$ cat src/rtl/txq_pkg.sv
package txq_pkg;
  // Resolved pointer action for one cycle; commit has priority.
  typedef struct packed {
    logic commit;
    logic rewind;
  } txq_evt_t;
endpackage

$ cat src/rtl/txq_ram.sv
module txq_ram #(
  parameter int DATA_W = 8,
  parameter int ADDR_W = 4
) (
  input  logic              clk,
  input  logic              rst,
  input  logic              we,
  input  logic [ADDR_W-1:0] waddr,
  input  logic [DATA_W-1:0] wdata,
  input  logic              re,
  input  logic [ADDR_W-1:0] raddr,
  output logic [DATA_W-1:0] rdata,
  output logic              rvalid
);
  localparam int DEPTH = 1 << ADDR_W;

  logic [DATA_W-1:0] mem [DEPTH];

  always_ff @(posedge clk) begin
    if (we) mem[waddr] <= wdata;
    if (re) rdata <= mem[raddr];
  end

  always_ff @(posedge clk) begin
    if (rst) rvalid <= 1'b0;
    else     rvalid <= re;
  end

  AST_VALID_AFTER_READ: assert property (@(posedge clk) disable iff (rst)
    re |=> rvalid);
  AST_NO_VALID_IDLE: assert property (@(posedge clk) disable iff (rst)
    !re |=> !rvalid);
endmodule

$ cat src/rtl/txq_ptrs.sv
module txq_ptrs
  import txq_pkg::*;
#(
  parameter int ADDR_W = 4
) (
  input  logic              clk,
  input  logic              rst,
  input  logic              wr_req,
  input  logic              rd_req,
  input  txq_evt_t          evt,
  output logic              wr_fire,
  output logic              rd_fire,
  output logic [ADDR_W-1:0] wr_addr,
  output logic [ADDR_W-1:0] rd_addr,
  output logic              full,
  output logic              empty
);
  localparam int PTR_W = ADDR_W + 1;
  localparam logic [PTR_W-1:0] DEPTH_P = PTR_W'(1 << ADDR_W);

  logic [PTR_W-1:0] wr_ptr, rd_ptr, mark;
  logic [PTR_W-1:0] used, ahead;

  assign used    = wr_ptr - mark;
  assign ahead   = rd_ptr - mark;
  assign full    = used[ADDR_W];
  assign empty   = (rd_ptr == wr_ptr);
  assign wr_fire = wr_req && !full;
  assign rd_fire = rd_req && !empty && !evt.rewind;
  assign wr_addr = wr_ptr[ADDR_W-1:0];
  assign rd_addr = rd_ptr[ADDR_W-1:0];

  always_ff @(posedge clk) begin
    if (rst) begin
      wr_ptr <= '0;
      rd_ptr <= '0;
      mark   <= '0;
    end else begin
      if (wr_fire)    wr_ptr <= wr_ptr + 1'b1;
      if (evt.commit) mark   <= rd_ptr;
      if (evt.rewind)   rd_ptr <= mark;
      else if (rd_fire) rd_ptr <= rd_ptr + 1'b1;
    end
  end

  AST_NO_OVERRUN: assert property (@(posedge clk) disable iff (rst)
    used <= DEPTH_P);
  AST_FULL_HOLDS_WPTR: assert property (@(posedge clk) disable iff (rst)
    (full && wr_req) |=> $stable(wr_ptr));
  AST_READ_IN_WINDOW: assert property (@(posedge clk) disable iff (rst)
    ahead <= used);
  AST_COMMIT_MOVES_MARK: assert property (@(posedge clk) disable iff (rst)
    evt.commit |=> (mark == $past(rd_ptr)));
  AST_REWIND_RESTORES: assert property (@(posedge clk) disable iff (rst)
    evt.rewind |=> (rd_ptr == $past(mark)));
  AST_EMPTY_READ_IDLE: assert property (@(posedge clk) disable iff (rst)
    (empty && !evt.rewind) |=> $stable(rd_ptr));
  AST_ONE_ACTION: assert property (@(posedge clk) disable iff (rst)
    !(evt.commit && evt.rewind));
endmodule

$ cat src/rtl/txq_lenq.sv
module txq_lenq #(
  parameter int CNT_W = 5
) (
  input  logic             clk,
  input  logic             rst,
  input  logic             push,
  input  logic [CNT_W-1:0] len_in,
  input  logic             pop,
  output logic [CNT_W-1:0] head,
  output logic [1:0]       count,
  output logic             ovf
);
  logic [CNT_W-1:0] slot [2];
  logic             do_pop, lost;

  assign do_pop = pop && (count != 2'd0);
  assign lost   = push && (count == 2'd2) && !do_pop;
  assign head   = (count != 2'd0) ? slot[0] : '0;

  always_ff @(posedge clk) begin
    if (rst) begin
      count   <= 2'd0;
      ovf     <= 1'b0;
      slot[0] <= '0;
      slot[1] <= '0;
    end else begin
      if (lost) ovf <= 1'b1;
      unique case ({do_pop, push && !lost})
        2'b10: begin
          slot[0] <= slot[1];
          count   <= count - 2'd1;
        end
        2'b01: begin
          if (count == 2'd0) slot[0] <= len_in;
          else               slot[1] <= len_in;
          count <= count + 2'd1;
        end
        2'b11: begin
          if (count == 2'd2) begin
            slot[0] <= slot[1];
            slot[1] <= len_in;
          end else begin
            slot[0] <= len_in;
          end
        end
        default: ;
      endcase
    end
  end

  AST_COUNT_RANGE: assert property (@(posedge clk) disable iff (rst)
    count <= 2'd2);
  AST_OVF_STICKY: assert property (@(posedge clk) disable iff (rst)
    ovf |=> ovf);
  AST_OVF_KEEPS_COUNT: assert property (@(posedge clk) disable iff (rst)
    (push && !pop && count == 2'd2) |=> (ovf && count == 2'd2));
endmodule

$ cat src/rtl/txq_fifo.sv
module txq_fifo
  import txq_pkg::*;
#(
  parameter int DATA_W = 8,
  parameter int ADDR_W = 4,
  parameter int CNT_W  = ADDR_W + 1
) (
  input  logic              clk,
  input  logic              rst,
  input  logic              wr_en,
  input  logic [DATA_W-1:0] wr_data,
  input  logic              rd_en,
  output logic [DATA_W-1:0] rd_data,
  output logic              rd_valid,
  output logic              full,
  output logic              empty,
  input  logic              auto_commit,
  input  logic              auto_rewind,
  input  logic              cmd_commit,
  input  logic              cmd_rewind,
  input  logic              tx_done,
  input  logic              tx_good,
  input  logic              len_push,
  input  logic [CNT_W-1:0]  len_in,
  output logic [CNT_W-1:0]  len_head,
  output logic [1:0]        len_count,
  output logic              len_ovf
);
  txq_evt_t          evt;
  logic              want_commit, want_rewind;
  logic              wr_fire, rd_fire;
  logic [ADDR_W-1:0] wr_addr, rd_addr;

  assign want_commit = cmd_commit || (auto_commit && tx_done && tx_good);
  assign want_rewind = cmd_rewind || (auto_rewind && tx_done && !tx_good);
  assign evt.commit  = want_commit;
  assign evt.rewind  = want_rewind && !want_commit;

  txq_ptrs #(.ADDR_W(ADDR_W)) u_ptrs (
    .clk(clk), .rst(rst), .wr_req(wr_en), .rd_req(rd_en), .evt(evt),
    .wr_fire(wr_fire), .rd_fire(rd_fire), .wr_addr(wr_addr),
    .rd_addr(rd_addr), .full(full), .empty(empty)
  );

  txq_ram #(.DATA_W(DATA_W), .ADDR_W(ADDR_W)) u_ram (
    .clk(clk), .rst(rst), .we(wr_fire), .waddr(wr_addr), .wdata(wr_data),
    .re(rd_fire), .raddr(rd_addr), .rdata(rd_data), .rvalid(rd_valid)
  );

  txq_lenq #(.CNT_W(CNT_W)) u_lenq (
    .clk(clk), .rst(rst), .push(len_push), .len_in(len_in),
    .pop(evt.commit), .head(len_head), .count(len_count), .ovf(len_ovf)
  );

  AST_STATUS_GATED: assert property (@(posedge clk) disable iff (rst)
    (tx_done && !cmd_commit && !cmd_rewind &&
     !(auto_commit && tx_good) && !(auto_rewind && !tx_good) && !len_push)
    |=> $stable(len_count));
endmodule

$ cat config.mk
export PLATFORM = sky130hd
export DESIGN_NAME = txq_fifo
export DESIGN_NICKNAME = d
export VERILOG_FILES = /design/src/rtl/txq_pkg.sv /design/src/rtl/txq_ram.sv /design/src/rtl/txq_ptrs.sv /design/src/rtl/txq_lenq.sv /design/src/rtl/txq_fifo.sv
export SDC_FILE = /design/constraint.sdc
export NUM_CORES = 1
export LEC_CHECK = 0
export ABC_AREA = 1
export BUFFER_PORTS_ARGS = -buffer_cell sky130_fd_sc_hd__buf_2
export CAP_MARGIN = 30
export CORE_AREA = 2 2 142 144
export DETAILED_ROUTE_END_ITERATION = 6
export DIE_AREA = 0 0 144 146
export PLACE_DENSITY = 0.53
export RECOVER_POWER = 50
export SLEW_MARGIN = 40
export SYNTH_ARGS = -nofsm -noshare
export SYNTH_HDL_FRONTEND = slang
export SYNTH_HIERARCHICAL = 1
export SYNTH_SLANG_ARGS = --single-unit
$ cat constraint.sdc
create_clock -name clk -period 2.67 [get_ports clk]
set_input_delay 0.267 -clock clk [delete_from_list [all_inputs] [get_ports clk]]
set_output_delay 0.267 -clock clk [all_outputs]
set_load 0.01 [all_outputs]
-- After elaboration in Yosys (flattened, before gate mapping)
Memories as Yosys holds them, arrays and structs flattened. A register that Yosys moved wholly into a read port is not among the register bits.
Index checks and enable logic that the tools add are counted.
Widths: inputs -> output; s select.
- $add $sub $neg: 5
- $mul: 0
- divide/modulo/power cells: 0
- magnitude comparators: 0
- equality and inequality tests: 5
- shift operators: 0
- multiplexer cells: 33
- bitwise gates (word level): 6
- reduce and logical (&&, ||, !) cells: 25
- operators by type and width (kind ; count):
    $mux 5 ; 9
    $mux 1 ; 23
    $logic_and 1x1->1 ; 12
    $add 5x1->5 const B ; 2
    $logic_not 1->1 ; 7
    $eq 2x2->1 const B ; 3
    $or 1x1->1 ; 6
    $reduce_bool 2->1 ; 3
    $eq 5x5->1 ; 1
    $sub 5x5->5 ; 1
    $pmux 2 s2 ; 1
    $add 2x1->2 const B ; 1
    $eq 2x1->1 const B ; 1
    $logic_not 2->1 ; 1
    $logic_or 1x1->1 ; 2
    $sub 2x1->2 const B ; 1
- bits in registers: 19
- bits in latches: 0
- bits in writable memories: 138
- ROM bits: 0
- output and inout bits: 19
- word-level logic and storage cells: 82
- memories kept: 2
- memory list (name ; depth ; width ; rd ports ; clocked after memory_dff ; write ports ; RTL line ; text):
    u_ram.mem ; 16 ; 8 ; 1 ; 1 ; 1 ; txq_ram.sv:17 ; logic [DATA_W-1:0] mem [DEPTH];
    u_lenq.slot ; 2 ; 5 ; 2 ; 0 ; 2 ; txq_lenq.sv:13 ; logic [CNT_W-1:0] slot [2];

-- Logic depth before layout (Yosys ltp)
Gate-level depths: netlist of run 1.
- depth after elaboration: 16
- depth in mapped cells: 11

-- Cells and area by module
Netlist of run 1, hierarchy kept.
- modules (own cells, without submodules) (module ; times used ; cells each ; area an instance (um2)):
    txq_ram ; 1 ; 554 ; 5880.6
    txq_ptrs ; 1 ; 153 ; 1013.5
    txq_lenq ; 1 ; 87 ; 714.4
    txq_fifo ; 1 ; 7 ; 30.0

-- Worst setup path after synthesis of run 1
Ideal clock, no wire load.
- path type: register to register
- start point: reg u_ptrs.wr_ptr[3]
- end point: mem u_ram.mem[10][0] (enable)
- setup time: 0.370 ns
- data arrival time: 1.832 ns
- data required time: 2.300 ns
- setup slack: 0.468 ns
- stages on the path, launching flop included: 9
- buffers on the path: 0
- period minus slack after synthesis: 2.202 ns
- path through: dfxtp_1 > ha_1 > a21oi_1 > nand2_1 > nand2_4 > nand3_4 > inv_1 > nand3b_1 > nor2_1
- longest elaborated chain between the ends: 5
- RTL lines (what ; RTL line ; text):
    from (decl) ; txq_ptrs.sv:21 ; logic [PTR_W-1:0] wr_ptr, rd_ptr, mark;
    from (signal assigned) ; txq_ptrs.sv:39 ; if (wr_fire) wr_ptr <= wr_ptr + 1'b1;
    $sub 5x5->5 ; txq_ptrs.sv:24 ; assign used = wr_ptr - mark;
    $logic_not 1->1 ; txq_ptrs.sv:28 ; assign wr_fire = wr_req && !full;
    $logic_and 1x1->1 ; txq_ptrs.sv:28 ;
    via wr_fire ; txq_fifo.sv:31 ; logic wr_fire, rd_fire;
    $mux 1 ; txq_ram.sv:20 ; if (we) mem[waddr] <= wdata;
    $mux 1 (not written as such) ; txq_ram.sv:20 ;
    to (decl) ; txq_ram.sv:17 ;
The timed path passes the listed nets, and every way through them passes these cells.

-- Final worst setup path of run 1
- start point: reg u_ptrs.wr_ptr[3]
- end point: mem u_ram.mem[8][5] (enable)
Same word-level chain as after synthesis.

==> results of run 1 <==
[stage by stage]
stage / power (µW) / instances
floorplan: 3700 / 801
global placement: 4000 / 1096
detailed placement: 4000 / 1096
CTS: 6670 / 1128
global route: 6870 / 1128
finish: 6610 / 1128
[cells by family (layout without fill, tap and decap cells)]
logic type	Yosys count	after routing
DFF	165	165
AOI/OAI and AO/OA	30	30
and+or+nand+nor	415	415
xor gates and xnor gates	5	5
adders and majority gates	5	5
buffers and inverters	181	243
[worst reg2reg max path: stages (launching register included)]
cell and delay [ps]:
dfxtp_1 470, ha_1 290, a21oi_1 290, nand2_1 140, nand2_4 120, nand3_4 90
inv_1 130, nand3b_1 220, nor2_1 180, buf_4 200
[flip-flops by register name, summed over array words and instances (netlist names)]
name and cells:
u_ptrs/rd_ptr 5, u_ram/rvalid 1, u_ram/mem 128, u_lenq/slot 10, u_lenq/count 2, u_lenq/ovf 1, u_ram/rdata 8, u_ptrs/mark 5
u_ptrs/wr_ptr 5
[per-layer routing]
| layer | wire (µm) | part of all wire | GRT usage | vias up |
|---|---|---|---|---|
| li1 | - | - | - | 2663 |
| met3 | 779 | 0.044 | 0.0405 | 32 |
| met2 | 8160 | 0.46 | 0.271 | 159 |
| met4 | 455 | 0.025 | 0.0711 | 0 |
| met1 | 8490 | 0.47 | 0.246 | 2442 |
| met5 | 0 | 0 | 0 | - |
[power by group through the flow]
| stage | combinational (µW) | sequential, µW | clock (µW) |
|---|---|---|---|
| 6_report | 944 | 2990 | 2680 |
| 5_1_grt | 1050 | 3000 | 2820 |
| 4_1_cts | 964 | 2980 | 2720 |
| 3_5_place_dp | 961 | 3040 | 0 |
| 3_3_place_gp | 962 | 3040 | 0 |
| 2_1_floorplan | 665 | 3040 | 0 |
[Yosys cell counts]
library cell    n
nand2_1       228
edfxtp_1      146
inv_1         138
nand3_1       111
nor2_1         51
dfxtp_1        19
o21ai_0        14
a21oi_1        13
buf_2          12
buf_4          10
buf_6           9
ha_1            5
inv_2           5
nand4_1         5
nand2_2         4
nand3b_1        4
clkbuf_1        3
nor2_2          3
nor3_1          3
clkinv_1        2
nand2_4         2
nand3_2         2
nand3_4         2
xnor2_1         2
xor2_1          2
a31oi_1         1
clkbuf_2        1
clkinv_2        1
o211ai_1        1
o21ai_2         1
xor2_2          1
[cell type report]
cell class,count,area share
clock buffers,20,0.0512
clock inverters,12,0.0231
inverters,146,0.0630
multi-input cells,455,0.236
flip-flops and latches,165,0.546
well taps,265,0.0380
repair buffers,65,0.0423
[how the worst max path moves through the flow]
stage,start,end
after CTS,u_ptrs/wr_ptr[3],u_ram/mem[8][6]
after floorplan,u_ptrs/wr_ptr[3],u_ram/mem[10][0]
after global routing,u_ptrs/wr_ptr[3],u_ram/mem[8][6]
final,u_ptrs/wr_ptr[3],u_ram/mem[8][5]
after detailed placement,u_ptrs/wr_ptr[3],u_ram/mem[8][2]
after global placement,u_ptrs/wr_ptr[3],u_ram/mem[8][6]
==> results_dict.tcl, run 1 <==
set metrics [dict create \
    cp_slowest_cell "dfxtp_1" \
    max-cap-violations 0 \
    avgRoutedWirePerCell_um 15.9 \
    die_w_um 144 \
    report.final.hold_viol_count 0 \
    hold-path-endpoint "u_lenq/slot[1][2]" \
    dpl_worst_slack_ps 266 \
    r2r.worst_path.cells 9 \
    htreeDepth 4 \
    netlist_area_um2 7640 \
    arrival_ps 2560 \
    grt_max_degree 65 \
    synth_xor_area_frac 0.00672 \
    min_period_ps 2430 \
    antenna_found_initial 0 \
    ios 43 \
    fin_ws_ps 236 \
    fin_skew_ps 9.09 \
    worstSetupStartpointType "flip-flop" \
    crit_path_max_fanout 8 \
    synth_adder_area_share 0.00819 \
    dpl_cell_area_um2 8120 \
    die_h_um 146 \
    finalNetCount 879 \
    areaGrowthSynthToFinish_pct 14.2 \
    ctsHoldBuffers 0 \
    worst_pin_slew_ps 1130 \
    dp_hpwl_um 11600 \
    synth_warnings 6 \
    layout_commonest_cell "nand2_1" \
    synth_top_family_by_area "simple AND/OR/NAND/NOR gates" \
    synth.area.mux_share 0 \
    vias_per_cell 4.70 \
    synth_area_leaders "edfxtp_1, nand2_1, nand3_1" \
    fin_area_um2 8720 \
    cp_num_buf_inv 2 \
    portBuffers 42 \
    core_um2 19300 \
    synth_cell_types 31 \
    crit_family "simple AND/OR/NAND/NOR gates" \
    seq_area_frac_synth 0.624 \
    power.switching_uw 1720 \
    swShare 0.260 \
    power_frac_seq 0.451 \
    slew_headroom 0.245 \
    rsz0062_at_grt "false" \
    multiInputGateArea_um2 2060 \
    grt_pass1_wl_um 27600 \
    peakVddDrop_uv 499 \
    status "finished clean" \
    p_clk_frac 0.406 \
    cts.clk_slew.worst_paths_ps 60 \
    overflow 0 \
    worstReg2RegStart "u_ptrs/wr_ptr[3]" \
    num_antenna_cells 0 \
    insertion_delay_ps 420 \
    finalMaxSlewViolations 0 \
    hp-start "len_in[2]" \
    ant_nets 0 \
    hold_slack_ps 153 \
    synth_top_cell_area_share 0.574 \
    start_util 0.395 \
    root_buffer "clkbuf_16" \
    dr.pass1.iters 7 \
    vias 5296 \
    route.detailed.drc 0 \
    cts_setup_buffers 0 \
    layout_common_cells "nand2_1, edfxtp_1, inv_1" \
    crit_cells 9 \
    synth-compound-area-share 0.0206 \
    cts_buffers 17 \
    place_congestion 0.813 \
    layout_worst_path_cycle_share 0.912 \
    design.die.area_um2 21000 \
    cp.required_ps 2800 \
    cp_cell_sequence "ha_1, a21oi_1, nand2_1, nand2_4, nand3_4, inv_1, nand3b_1, nor2_1, buf_4" \
    synthCells 801 \
    synth_top_area_cell "edfxtp_1" \
    ys_seq_elements 165 \
    hold_path.class "in2reg" \
    critical_path.max_stage_delay_ps 470 \
    cts_tree "done" \
    r2r_setup_slack_ps 240 \
    finalSetupViolCount 0 \
    p_per_area_nw_per_um2 758 \
    grt.total_usage 0.178 \
    comb_power_share 0.143 \
    cts_resized 0 \
    n_fill_cell 1837 \
    syn_nets 830 \
    rows 51 \
    cp-end-kind "flip-flop" \
    grt_pass1_vias 4978 \
    holdPathStages 3 \
    drt-initial-drc-count 445 \
    p_int_uw 4890 \
    max_freq_ghz 0.411 \
    fin_setup_tns_ps 0 \
    criticalPathCategory "reg2reg" \
    wl_um 17900 \
    p_leak_uw 0.00371 \
    synth_area_per_cell_um2 9.54 \
    synth_simple_gate_area_frac 0.236 \
    clock-sinks 165 \
    regToRegEndpoint "u_ram/mem[8][5]" \
    utilization 0.451 \
    cts_buffer_depth 2 \
    regArea_um2 4770 \
    drive_above_1_share 0.107 \
]
Power figures use the tool's default switching activity.
==> run 2: changes to the inputs <==
- PLACE_DENSITY: 0.53 -> 0.55
- clock period: 2.67 -> 2.2 ns (I/O delays scaled with it)
==> results_dict.tcl, run 2 (same netlist as run 1, synthesis figures left out) <==
set metrics [dict create \
    slew_headroom 0.205 \
    criticalPathCategory "reg2reg" \
    swShare 0.263 \
    die_h_um 146 \
    cp_slowest_cell "dfxtp_1" \
    p_leak_uw 0.00370 \
    root_buffer "clkbuf_16" \
    cts.clk_slew.worst_paths_ps 60 \
    start_util 0.395 \
    cts_tree "done" \
    layout_worst_path_cycle_share 0.927 \
    arrival_ps 2170 \
    cp-end-kind "flip-flop" \
    grt_pass1_wl_um 26900 \
    comb_power_share 0.150 \
    grt_pass1_vias 5037 \
    place_congestion 0.819 \
    power.switching_uw 2030 \
    fin_skew_ps 9.33 \
    max_freq_ghz 0.490 \
    dp_hpwl_um 11500 \
    vias_per_cell 4.68 \
    grt_max_degree 36 \
    finalNetCount 888 \
    power_uw 7720 \
    fin_ws_ps 160 \
    top_register "u_ram/mem" \
    worst_pin_slew_ps 1190 \
    dpl_worst_slack_ps 94.6 \
    core_um2 19300 \
    cp.required_ps 2330 \
    hold_path.class "in2reg" \
    htreeDepth 4 \
    wl_um 17200 \
    p_int_uw 5690 \
    finalMaxSlewViolations 0 \
    dr.pass1.iters 5 \
    ios 43 \
    num_antenna_cells 0 \
    avgRoutedWirePerCell_um 15.1 \
    portBuffers 42 \
    cp_num_buf_inv 3 \
    dp.cells 1105 \
    multiInputGateArea_um2 2060 \
    rows 51 \
    antenna_found_initial 0 \
    regArea_um2 4770 \
    instances_no_fill 1137 \
    insertion_delay_ps 420 \
    ant_nets 0 \
    p_per_area_nw_per_um2 885 \
    max-cap-violations 0 \
    grt.total_usage 0.172 \
    vias 5323 \
    power_frac_seq 0.468 \
    report.final.hold_viol_count 0 \
    overflow 0 \
    clock-sinks 165 \
    route.detailed.drc 0 \
    die_w_um 144 \
    peakVddDrop_uv 682 \
    drt-initial-drc-count 368 \
    cp_cell_sequence "inv_1, ha_1, a21oi_1, nand2_1, nand2_4, nand3_4, inv_2, nand3b_1, nor2_1, buf_4" \
    layout_commonest_cell "nand2_1" \
    top_regs "u_ram/mem: 128 flops, u_lenq/slot: 10 flops, u_ram/rdata: 8 flops" \
    cts_buffer_depth 2 \
    drive_above_1_share 0.116 \
    crit_family "simple AND/OR/NAND/NOR gates" \
    largest_register_ffs 128 \
    min_period_ps 2040 \
    critical_path.max_stage_delay_ps 320 \
    design.die.area_um2 21000 \
    n_fill_cell 1884 \
    layout_common_cells "nand2_1, edfxtp_1, inv_1" \
    areaGrowthSynthToFinish_pct 14.3 \
    crit_path_max_fanout 8 \
    status "finished clean" \
    p_clk_frac 0.382 \
    rsz0062_at_grt "false" \
    cts_buffers 17 \
    finalSetupViolCount 0 \
    worstSetupStartpointType "flip-flop" \
]
==> run 2: through the flow <==
stage          hold slack (ps)  TNS, ps  instance area [µm²]  utilization
3_5_place_dp               459        0                 8180        0.423
6_report                   103        0                 8730        0.452
2_1_floorplan              289     -173                 7640            -
3_3_place_gp               462        0                 8180        0.423
4_1_cts                   92.8        0                 8770        0.454
5_1_grt                    106        0                 8730        0.452
==> run 2: layer usage <==
layer | up-vias | wire length (µm) | GRT usage
met4 | 0 | 231 | 0.0520
met5 | - | 0 | 0
met3 | 16 | 876 | 0.0365
met2 | 133 | 8090 | 0.280
li1 | 2674 | - | -
met1 | 2500 | 8000 | 0.229
==> run 2: worst reg2reg max path, cell delays in order (launching register included) <==
cell,delay (ps)
dfxtp_1,320
inv_1,50
ha_1,280
a21oi_1,200
nand2_1,110
nand2_4,80
nand3_4,80
inv_2,110
nand3b_1,160
nor2_1,160
buf_4,190
==> run 2: final timing paths <==
path                  startpoint                end  slack, ps  depth (start not counted)
hold / removal         len_in[4]  u_lenq/slot[1][4]        100                          3
setup reg to reg  u_ptrs/mark[3]    u_ram/mem[7][7]        160                         10
hold reg to reg       u_lenq/ovf         u_lenq/ovf        480                          2
setup / recovery  u_ptrs/mark[3]    u_ram/mem[7][7]        160                         10
==> run 2: final cells by class <==
type,count,share of cell area
sequential,165,0.546
multi-input combinational,455,0.236
inverter,146,0.0629
clock buffer,20,0.0500
timing repair buffer,74,0.0494
tap,265,0.0380
clock inverter,12,0.0178
==> run 2: power groups by stage <==
stage          combinational (µW)  sequential (µW)  clock (µW)
2_1_floorplan                 807             3690           0
3_3_place_gp                 1180             3680           0
3_5_place_dp                 1180             3680           0
4_1_cts                      1190             3610        3020
5_1_grt                      1320             3630        3140
6_report                     1160             3610        2950
==> run 2: what timing repair did <==
action | CTS | global route
hold buffers | 0 | 0
endpoints found under the hold margin | 0 | 0
gates resized for setup | 0 | 3
setup endpoints to repair | 0 | 129
setup buffers | 0 | 0
==> run 3: changes to the inputs <==
- CORE_AREA: 2 2 142 144 -> 2 2 121 123
- DIE_AREA: 0 0 144 146 -> 0 0 123 125
- PLACE_DENSITY: 0.55 -> default
- PLACE_DENSITY_LB_ADDON: default -> 0.2
==> results_dict.tcl, run 3 (same netlist as run 1, synthesis figures left out) <==
set metrics [dict create \
    cp-end-kind "flip-flop" \
    crit_cells 12 \
    die_h_um 125 \
    worst_pin_slew_ps 1080 \
    grt.total_usage 0.237 \
    ant_nets 0 \
    report.final.hold_viol_count 0 \
    worstReg2RegStart "u_ptrs/mark[1]" \
    grt_pass1_wl_um 26900 \
    status "finished clean" \
    peakVddDrop_uv 512 \
    avgRoutedWirePerCell_um 16.2 \
    power_uw 8030 \
    root_buffer "clkbuf_16" \
    top_regs "u_ram/mem: 128 flops, u_lenq/slot: 10 flops, u_ram/rdata: 8 flops" \
    finalNetCount 890 \
    core_um2 14200 \
    htreeDepth 4 \
    fin_ws_ps 137 \
    hp-start "rst" \
    route.detailed.drc 0 \
    cts_buffer_depth 2 \
    cp_num_buf_inv 3 \
    max_freq_ghz 0.485 \
    p_leak_uw 0.00377 \
    overflow 0 \
    fin_setup_tns_ps 0 \
    cts.clk_slew.worst_paths_ps 60 \
    layout_common_cells "nand2_1, edfxtp_1, inv_1" \
    insertion_delay_ps 430 \
    vias_per_cell 5.20 \
    cp_slowest_cell "dfxtp_1" \
    dr.pass1.iters 5 \
    finalMaxSlewViolations 0 \
    ios 43 \
    place_congestion 0.955 \
    slew_headroom 0.279 \
    num_antenna_cells 0 \
    vias 5504 \
    wl_um 17200 \
    min_period_ps 2060 \
    dp_hpwl_um 11200 \
    drt-initial-drc-count 623 \
    start_util 0.538 \
    hold_path.class "in2reg" \
    clock-sinks 165 \
    critical_path.max_stage_delay_ps 320 \
    r2r.worst_path.cells 12 \
    holdPathStages 2 \
    criticalPathCategory "reg2reg" \
    cts_tree "done" \
    arrival_ps 2200 \
    grt_max_degree 34 \
    antenna_found_initial 0 \
    fin_skew_ps 6.25 \
    use_met1 0.316 \
    met3_usage 0.0620 \
    rows 44 \
    n_fill_cell 1215 \
    dpl_worst_slack_ps 16.8 \
    design.die.area_um2 15400 \
    cp.required_ps 2340 \
    layout_commonest_cell "nand2_1" \
    max-cap-violations 0 \
    layout_worst_path_cycle_share 0.938 \
    dp.cells 1021 \
    grt_most_used_layer "met2" \
    crit_path_start "u_ptrs/mark[1]" \
    instances_no_fill 1058 \
    worstSetupStartpointType "flip-flop" \
    areaGrowthSynthToFinish_pct 14.3 \
    top_register "u_ram/mem" \
    p_per_area_nw_per_um2 919 \
    ctsHoldBuffers 0 \
    finalSetupViolCount 0 \
    die_w_um 123 \
    cts_buffers 17 \
    use_met2 0.366 \
    largest_register_ffs 128 \
    grt_pass1_vias 5326 \
    drive_above_1_share 0.128 \
    cp_cell_sequence "inv_1, ha_1, nand2_1, nand2_1, nand2_2, nand2_2, nand2_4, nand3_4, inv_4, nand3b_1, nor2_1, buf_4" \
    crit_family "simple AND/OR/NAND/NOR gates" \
    portBuffers 42 \
    crit_path_max_fanout 8 \
]
## run 3: cell types whose count changed in the layout (fill, tap and decap cells not counted), sizes merged
cell      previous run  this run
clkbuf              43        38
buf                 51        55
bufinv               3         5
inv                144       148
clkinv               5         7
clkinvlp             6         1
## run 3: layout make-up
type,count,area (µm²),area share
Sequential cell,165,4770,0.546
Clock buffer,17,425,0.0487
Multi-Input combinational cell,455,2080,0.238
Timing Repair Buffer,76,452,0.0517
Tap cell,184,230,0.0264
Clock inverter,15,225,0.0258
Inverter,146,552,0.0632
## run 3: what timing repair did
item	CTS	global route
gates resized for setup	0	7
endpoints found under the setup margin	0	128
buffers inserted	0	5
## run 3: worst paths after layout
path / slack (ps) / endpoint
setup / recovery: 140 / u_ram/mem[9][3]
hold / removal: 90 / u_ptrs/rd_ptr[0]
setup reg to reg: 140 / u_ram/mem[9][3]
hold reg to reg: 510 / u_lenq/ovf
## run 3: power breakdown
| group | leakage, µW | switching (µW) | total (µW) | internal [µW] |
|---|---|---|---|---|
| registers | 0.00149 | 66.8 | 3630 | 3560 |
| logic | 0.00196 | 808 | 1160 | 356 |
| clock network | 0.000319 | 1210 | 3240 | 2020 |
## run 3: layer usage
layer,share of wire,up-vias
met5,0,-
met1,0.43,2540
li1,-,2683
met4,0.031,0
met3,0.070,52
met2,0.47,229
## run 3: worst register-to-register path, stage by stage (launching register included)
cell and delay, ps:
dfxtp_1 320, inv_1 50, ha_1 260, nand2_1 60
nand2_1 60, nand2_2 100, nand2_2 70, nand2_4 100
nand3_4 110, inv_4 90, nand3b_1 200, nor2_1 160
buf_4 180
## run 3: metrics by stage
step	util	hold WS [ps]	instance area (µm²)
floorplan	-	289	7640
finish	0.615	87.5	8730
detailed placement	0.567	502	8060
global route	0.615	95.1	8730
CTS	0.613	67.1	8710
global placement	0.567	454	8060
